`src/rtl/freq_ramp_pkg.sv`:
```
package freq_ramp_pkg;
    localparam int RATE_W    = 6;
    localparam int NUM_RATES = 40;
    localparam int STEP_W    = 21;
    localparam int TBL_N     = 1 << RATE_W;

    // step size in word LSBs for one rate code
    function automatic logic [STEP_W-1:0] rate_step(input logic [RATE_W-1:0] code);
        logic [RATE_W-1:0] c;
        logic [STEP_W-1:0] mant;
        c    = (int'(code) >= NUM_RATES) ? RATE_W'(NUM_RATES - 1) : code;
        mant = c[0] ? STEP_W'(3) : STEP_W'(2);
        return mant << c[RATE_W-1:1];
    endfunction
endpackage

```
`src/rtl/freq_ramp_rate_rom.sv`:
```
module freq_ramp_rate_rom
    import freq_ramp_pkg::*;
(
    input  logic [RATE_W-1:0] code_i,
    output logic [STEP_W-1:0] step_o
);
    logic [STEP_W-1:0] table_w [TBL_N];

    for (genvar g = 0; g < TBL_N; g++) begin : g_entry
        assign table_w[g] = rate_step(RATE_W'(g));
    end

    assign step_o = table_w[code_i];

    always_comb begin
        assert (step_o != '0) else $error("AST_STEP_NONZERO");
    end
endmodule

```
`src/rtl/freq_ramp_tick.sv`:
```
module freq_ramp_tick #(
    parameter int TICK_DIV = 4,
    localparam int CW = (TICK_DIV < 2) ? 1 : $clog2(TICK_DIV)
) (
    input  logic clk,
    input  logic rst_n,
    input  logic clear_i,
    input  logic run_i,
    output logic tick_o
);
    logic [CW-1:0] cnt_d, cnt_q;
    logic          at_end;

    assign at_end = (cnt_q == CW'(TICK_DIV - 1));
    assign tick_o = run_i && at_end && !clear_i;

    always_comb begin
        cnt_d = cnt_q;
        if (clear_i || !run_i) cnt_d = '0;
        else if (at_end)       cnt_d = '0;
        else                   cnt_d = cnt_q + 1'b1;
    end

    always_ff @(posedge clk) begin
        if (!rst_n) cnt_q <= '0;
        else        cnt_q <= cnt_d;
    end

    AST_TICK_SPACED: assert property (@(posedge clk) disable iff (!rst_n)
        tick_o |=> !tick_o);
endmodule

```
`src/rtl/freq_ramp_step.sv`:
```
module freq_ramp_step #(
    parameter int FW = 32,
    parameter int SW = 21
) (
    input  logic [FW-1:0] freq_i,
    input  logic [FW-1:0] tgt_i,
    input  logic [FW-1:0] rem_i,
    input  logic [SW-1:0] step_i,
    input  logic          down_i,
    output logic [FW-1:0] freq_o,
    output logic [FW-1:0] rem_o,
    output logic          last_o
);
    logic [FW-1:0] step_ext;

    assign step_ext = FW'(step_i);

    always_comb begin
        last_o = (rem_i <= step_ext);
        if (last_o) begin
            freq_o = tgt_i;
            rem_o  = '0;
        end else begin
            freq_o = down_i ? (freq_i - step_ext) : (freq_i + step_ext);
            rem_o  = rem_i - step_ext;
        end
    end
endmodule

```
`src/rtl/freq_ramp.sv`:
```
module freq_ramp
    import freq_ramp_pkg::*;
#(
    parameter int FW       = 32,
    parameter int TICK_DIV = 4
) (
    input  logic              clk,
    input  logic              rst_n,
    input  logic              ramp_en_i,
    input  logic              start_i,
    input  logic [RATE_W-1:0] rate_sel_i,
    input  logic [FW-1:0]     cur_freq_i,
    input  logic [FW-1:0]     tgt_freq_i,
    output logic [FW-1:0]     freq_o,
    output logic              busy_o,
    output logic              done_o
);
    typedef struct packed {
        logic [FW-1:0]     freq;
        logic [FW-1:0]     tgt;
        logic [FW-1:0]     rem;
        logic [STEP_W-1:0] step;
        logic              down;
        logic              busy;
        logic              done;
    } ramp_st_t;

    ramp_st_t st_d, st_q;

    logic [STEP_W-1:0] rom_step;
    logic              tick;
    logic              go;
    logic [FW-1:0]     nx_freq, nx_rem;
    logic              nx_last;
    logic [FW-1:0]     base;

    assign go = ramp_en_i && start_i;

    freq_ramp_rate_rom u_rom (
        .code_i (rate_sel_i),
        .step_o (rom_step)
    );

    freq_ramp_tick #(.TICK_DIV(TICK_DIV)) u_tick (
        .clk     (clk),
        .rst_n   (rst_n),
        .clear_i (go || !ramp_en_i),
        .run_i   (st_q.busy),
        .tick_o  (tick)
    );

    freq_ramp_step #(.FW(FW), .SW(STEP_W)) u_step (
        .freq_i (st_q.freq),
        .tgt_i  (st_q.tgt),
        .rem_i  (st_q.rem),
        .step_i (st_q.step),
        .down_i (st_q.down),
        .freq_o (nx_freq),
        .rem_o  (nx_rem),
        .last_o (nx_last)
    );

    assign base = st_q.busy ? st_q.freq : cur_freq_i;

    always_comb begin
        st_d      = st_q;
        st_d.done = 1'b0;
        if (!ramp_en_i) begin
            st_d.freq = cur_freq_i;
            st_d.busy = 1'b0;
            st_d.rem  = '0;
        end else if (start_i) begin
            st_d.freq = base;
            st_d.tgt  = tgt_freq_i;
            st_d.step = rom_step;
            st_d.down = (tgt_freq_i < base);
            st_d.rem  = (tgt_freq_i < base) ? (base - tgt_freq_i) : (tgt_freq_i - base);
            st_d.busy = (tgt_freq_i != base);
            st_d.done = (tgt_freq_i == base);
        end else if (st_q.busy && tick) begin
            st_d.freq = nx_freq;
            st_d.rem  = nx_rem;
            if (nx_last) begin
                st_d.busy = 1'b0;
                st_d.done = 1'b1;
            end
        end
    end

    always_ff @(posedge clk) begin
        if (!rst_n) st_q <= '0;
        else        st_q <= st_d;
    end

    assign freq_o = st_q.freq;
    assign busy_o = st_q.busy;
    assign done_o = st_q.done;

    AST_DONE_ON_TARGET: assert property (@(posedge clk) disable iff (!rst_n)
        done_o |-> (freq_o == st_q.tgt));
    AST_DONE_SINGLE: assert property (@(posedge clk) disable iff (!rst_n)
        (done_o && !go) |=> !done_o);
    AST_NO_OVERSHOOT: assert property (@(posedge clk) disable iff (!rst_n)
        busy_o |-> (st_q.down ? (freq_o > st_q.tgt) : (freq_o < st_q.tgt)));
    AST_STEP_SIZE: assert property (@(posedge clk) disable iff (!rst_n)
        (busy_o && ramp_en_i && !start_i) |=>
            ((freq_o == $past(freq_o)) || (freq_o == st_q.tgt) ||
             (freq_o == $past(freq_o) + FW'(st_q.step)) ||
             (freq_o == $past(freq_o) - FW'(st_q.step))));
    AST_DISABLED_IDLE: assert property (@(posedge clk) disable iff (!rst_n)
        !ramp_en_i |=> (!busy_o && !done_o));
    AST_RATE_HELD: assert property (@(posedge clk) disable iff (!rst_n)
        (busy_o && !start_i) |=> $stable(st_q.step));
endmodule

```
`config.mk`:
```
export PLATFORM = sky130hd
export DESIGN_NAME = freq_ramp
export DESIGN_NICKNAME = d
export VERILOG_FILES = /design/src/rtl/freq_ramp_pkg.sv /design/src/rtl/freq_ramp_rate_rom.sv /design/src/rtl/freq_ramp_tick.sv /design/src/rtl/freq_ramp_step.sv /design/src/rtl/freq_ramp.sv
export SDC_FILE = /design/constraint.sdc
export NUM_CORES = 1
export LEC_CHECK = 0
export ABC_CLOCK_PERIOD_IN_PS = 5450
export BUFFER_PORTS_ARGS = -buffer_cell sky130_fd_sc_hd__buf_2
export CAP_MARGIN = 5
export CORE_AREA = 2 2 182 130
export CTS_BUF_LIST = sky130_fd_sc_hd__clkbuf_16
export CTS_CLUSTER_SIZE = 10
export DETAILED_ROUTE_END_ITERATION = 8
export DIE_AREA = 0 0 184 132
export PLACE_DENSITY = 0.81
export SYNTH_ARGS = -nofsm -noshare
export SYNTH_HDL_FRONTEND = slang
export SYNTH_SLANG_ARGS = --single-unit
```
`constraint.sdc`:
```
create_clock -name clk -period 5.45 [get_ports clk]
set_clock_uncertainty 0.2 [all_clocks]
set_input_delay 1.09 -clock clk [delete_from_list [all_inputs] [get_ports clk]]
set_output_delay 1.09 -clock clk [all_outputs]
set_load 0.05 [all_outputs]
```
== Word-level counts from Yosys, hierarchy flattened ==
Memories as Yosys holds them, arrays and structs flattened. A register that Yosys moved wholly into a read port is not among the register bits.
Index checks and enable logic that the tools add are counted.
W data, S select, Z words.

* Register bits after elaboration: 101
* ROM bits: 1344
* Output and inout port bits: 34
* Logic and storage cells: 51
* Memories kept: 1

* $add $sub $neg: 6
* $lt $le $gt $ge: 2
* Eq/ne operators: 4
* Mux-type cells: 13
* Bitwise logic cells: 2
* Reduce and logical (&&, ||, !) cells: 16

{| class="wikitable"
|+ Memories
! name !! words !! bits a word !! read ports !! clocked after Yosys merged registers in !! write ports !! line !! source
|-
| (no name shown) || 64 || 21 || 1 || 1 || 0 || freq_ramp_rate_rom.sv:13 || <nowiki>assign step_o = table_w[code_i];</nowiki>
|}

{| class="wikitable"
|+ Operator list
! operator !! number
|-
| $mux W32 || 10
|-
| $sub A32 B21 Y32 || 2
|-
| $sub A32 B32 Y32 || 2
|-
| $add A32 B21 Y32 || 1
|-
| $eq A32 B32 Y1 || 1
|-
| $le A32 B21 Y1 || 1
|-
| $lt A32 B32 Y1 || 1
|-
| $ne A32 B32 Y1 || 1
|-
| $not A6 Y7 || 1
|-
| $mux W2 || 3
|-
| $reduce_and A2 Y1 || 3
|-
| $logic_and A1 B1 Y1 || 4
|-
| $logic_not A1 Y1 || 4
|-
| $reduce_bool A2 Y1 || 2
|-
| $ne A3 B1 Y1 const B || 1
|-
| $reduce_or A3 Y1 || 1
|-
| $add A2 B1 Y2 const B || 1
|-
| $eq A2 B2 Y1 const B || 1
|-
| $logic_or A1 B1 Y1 || 2
|-
| $not A1 Y1 || 1
|}

== Longest topological paths before layout ==
* Depth in word-level cells: 8
* Mapped depth: 18
* Depth with buffers taken out: 17

== By module ==
A second synthesis with hierarchy kept.

* Cell total of the unflattened synthesis: 1937
* Area total of the unflattened synthesis: 14272.4 µm²

{| class="wikitable"
|+ Modules (own cells, without submodules)
! module !! times used !! cells an instance !! area an instance (µm²)
|-
| freq_ramp || 1 || 1234 || 9736.8
|-
| freq_ramp_step || 1 || 646 || 4186.5
|-
| freq_ramp_rate_rom || 1 || 48 || 266.5
|-
| freq_ramp_tick || 1 || 9 || 82.6
|}

== Least setup slack after synthesis ==
OpenSTA, ideal clock, no wires.

* Path kind: reg2reg
* Start point: register st_q, in the netlist busy_o
* End point: register st_q[31] (netlist bit)
* Arrival: 4.739 ns
* Required time: 5.176 ns
* Slack: 0.437 ns
* Cell stages (with the launch flop): 17
* Path buffers: 4
* Cell sequence: dfxtp_1 -> clkbuf_1 -> clkbuf_1 -> clkbuf_1 -> mux2i_1 -> inv_1 -> ha_1 -> clkbuf_1 -> nand2_1 -> o21ai_0 -> a221oi_1 -> o21ai_0 -> nor2_2 -> mux2_2 -> a31oi_1 -> mux2_2 -> a31oi_1

* Cells in the longest elaborated chain, start to end: 4
* Elaborated cells on any way between the ends: 10

{| class="wikitable"
|+ Ends and longest elaborated chain
! element !! line !! source
|-
| start: declaration || freq_ramp.sv:28 || <nowiki>ramp_st_t st_d, st_q;</nowiki>
|-
| start signal: assignment || freq_ramp.sv:92 || <nowiki>else st_q <= st_d;</nowiki>
|-
| $mux W32 or $logic_and A1 B1 Y1 (tied branches) || freq_ramp.sv:63, freq_ramp_tick.sv:15 ||
|-
| $sub A32 B32 Y32, or another cell as far along || freq_ramp.sv:77 || <nowiki>st_d.rem = (tgt_freq_i < base) ? (base - tgt_freq_i) : (tgt_freq_i - base);</nowiki>
|-
| $mux W32 or $logic_and A1 B1 Y1 (tied branches) || freq_ramp.sv:77, freq_ramp.sv:80 ||
|-
| $mux W32 or $reduce_bool A2 Y1 (tied branches) || n/a ||
|}

Parallel ways exist; a longest one is shown, timed or not.
A chain may end at the register's enable or synchronous reset.

== Worst setup path after layout ==
* Start point: register st_q, in the netlist busy_o
* End point: register st_q[53] (netlist bit)

Same word-level chain as after synthesis.

==> results.toml <==
[pwr]
power_leakage_uw = 0.00627
power_density_nw_per_um2 = 326
power_uw = 4720
vdd_drop_max_uv = 254

[routing]
avgRoutedWirePerCell_um = 23.1
firstDrtPassIters = 6
antenna_left = 0
remaining_drc_errors = 0
vias = 15100
routed_via_density = 6.87
drt_iter0_drc = 1856
routed_wl_um = 50600

[worst_hold_path]
hp-class = "register to register"
holdPathEnd = "u_tick.cnt_q[0]"
hp-start = "u_tick.cnt_q[0]"
whs_path_depth = 1

[placed_design]
dp_hpwl_um = 39400
port_buffers = 107
numPlacedInstances = 2163
routabilityCongestion = 1.01

[cts]
cts_tree = "built"
cts_setup_buffers = 0
cts.clk_slew.worst_paths_ps = 60
cts_buffer_depth = 2
clk-insertion-delay-late_ps = 430
cts-root-buf = "clkbuf_16"
cts_buffers = 17
htree_levels = 4
clock_sinks = 122
hold_buffers = 0
cts_resized = 0

[global_route]
grt_max_degree = 59
grt_pass1_vias = 13600
grt_pass1_wl_um = 77200
gr-total-overflow = 0
antenna_found_initial = 0
grt_usage = 0.407

[worst_setup_path]
cp.arrival_ps = 5270
r2r_start = "busy_o"
worstSetupPathType = "register to register"
worstPathMaxFanout = 25
reg2reg_to = "st_q[53]"
crit_path_end_kind = "register"
ff2ff_setup_slack_ps = 320
cp-start-kind = "register"
critPathRequiredTime_ps = 5580
reg2reg_depth = 14

[timing]
drv_slew = 0
clock.fmax_ghz = 0.195
fin_setup_tns_ps = 0
final-setup-viol-count = 0
slew_headroom = 0.115
max_slew.worst_pin.slew_ps = 1310
fin_crit_sh = 0.942
holdWs_ps = 237
layout_min_cycle_time_ps = 5130
finalHoldViolCount = 0
rsz0062_at_grt = "no"

[synthesis]
ys_types = 82
yosysMostFrequentCell = "nand2_1"
synth_top_area_frac = 0.183
synth_flop_cell = "dfxtp_1"
synth.top_cells.by_area = "dfxtp_1 18%, ha_1 11%, a21oi_1 7.8%"
yosysWarnings = 0
synth-edff-count = 0
async_reset_ff_frac = 0
post_synth.cell_area_avg_um2 = 7.17
ys_ff_latch = 122
yosys-top-cells-count = "215 x nand2_1, 209 x a21oi_1, 142 x nor2_1, 122 x dfxtp_1, 121 x o21ai_0"
synth_top_area_cell = "dfxtp_1"
postSynthNetCount = 2059
synth.cell_area_um2 = 13400
postSynthCellCount = 1864
ys_seq_area_frac = 0.183

[cells_and_area]
multiInputGateArea_um2 = 9870
regArea_um2 = 2440
layout.nets = 2089
fin_util = 0.645
syn2layout_area_growth_pct = 8.31
drive_gt1_frac = 0.126
fillers = 2031
fin_cells = 2196

[floorplanning]
initial_core_util = 0.596
die_area_um2 = 24300
core_area_um2 = 22400
pin_count = 108
fp.dieW_um = 184
rows = 46
die_h_um = 132

[job]
maxCapViolations = 0

[outcome]
status = "completed"
-- area by class of cell --
cell class                      instances  area share
Clock buffer                           17      0.0294
Antenna cell                            1    0.000173
Inverter                              113      0.0293
Clock inverter                         15     0.00518
Multi-Input combinational cell       1489       0.682
Sequential cell                       122       0.169
Tap cell                              288      0.0249
Timing Repair Buffer                  151      0.0606
-- worst max-delay path: stages (launching register included) --
cell,delay [ps]
dfxtp_2,830
buf_4,280
mux2i_1,430
inv_1,150
ha_1,410
and3_1,270
o311a_4,150
o31a_1,350
o211ai_1,440
nand2_2,330
buf_4,270
a2111oi_0,360
a31oi_1,110
mux2_2,290
a31oi_1,150
-- placed cells by master (no fill, tap or decap), drive strengths merged, types with 11 or more instances in the layout --
cell,synthesis,routed
nand2,216,216
o21bai,18,18
buf,51,151
a21oi,211,211
nor3,38,38
a21o,53,53
o21ai,122,122
and3,14,14
a22oi,11,11
clkbuf,89,17
o21a,25,25
nor4,13,13
o31ai,12,12
a21boi,11,11
o211ai,13,13
xnor2,52,52
mux2i,42,42
xor2,27,27
inv,113,119
mux2,23,23
nand4,15,15
nor2,143,143
o22ai,16,16
a211oi,19,19
nand3,43,43
a221oi,22,22
or3,11,11
dfxtp,122,122
a31oi,39,39
nand2b,15,15
ha,117,117
-- metrics by stage --
step	area, um^2	setup slack, ps
5_1_grt	14500	127
3_5_place_dp	14000	383
3_3_place_gp	14000	514
6_report	14500	317
4_1_cts	14500	461
2_1_floorplan	13400	437
-- routing by layer --
layer,global-route usage,wire length [um],up-vias
met5,0,0,-
met4,0.176,2200,0
met3,0.0649,5330,127
met2,0.602,21400,944
met1,0.582,21700,7168
li1,-,-,6845
-- worst max-delay path by stage --
| stage | from | to | slack [ps] | cells after the start |
|---|---|---|---|---|
| floorplan | busy_o | st_q[31] | 440 | 16 |
| global placement | cur_freq_i[18] | st_q[31] | 510 | 14 |
| detailed placement | cur_freq_i[7] | st_q[53] | 380 | 14 |
| CTS | busy_o | st_q[53] | 460 | 14 |
| global route | busy_o | st_q[53] | 130 | 14 |
| finish | busy_o | st_q[53] | 320 | 14 |
-- report_power, final --
group / leakage [uW] / internal [uW] / switching [uW] / total (uW)
Sequential: 0.00100 / 964 / 93.5 / 1060
Combinational: 0.00500 / 976 / 1690 / 2670
Clock: 0.000271 / 563 / 428 / 991
Total: 0.00627 / 2500 / 2220 / 4720
-- sequential cells by signal, indices dropped and copies added (netlist names) --
name / count
busy_o: 1
done_o: 1
freq_o: 32
st_q: 86
u_tick.cnt_q: 2
-- kinds of logic after synthesis --
family          synth area share
buf+inv                   0.0821
flops                      0.183
simple gates               0.193
fa+ha+maj                  0.115
xor+xnor                  0.0517
compound gates             0.324
mux                       0.0508
Power figures use the tool's default switching activity.
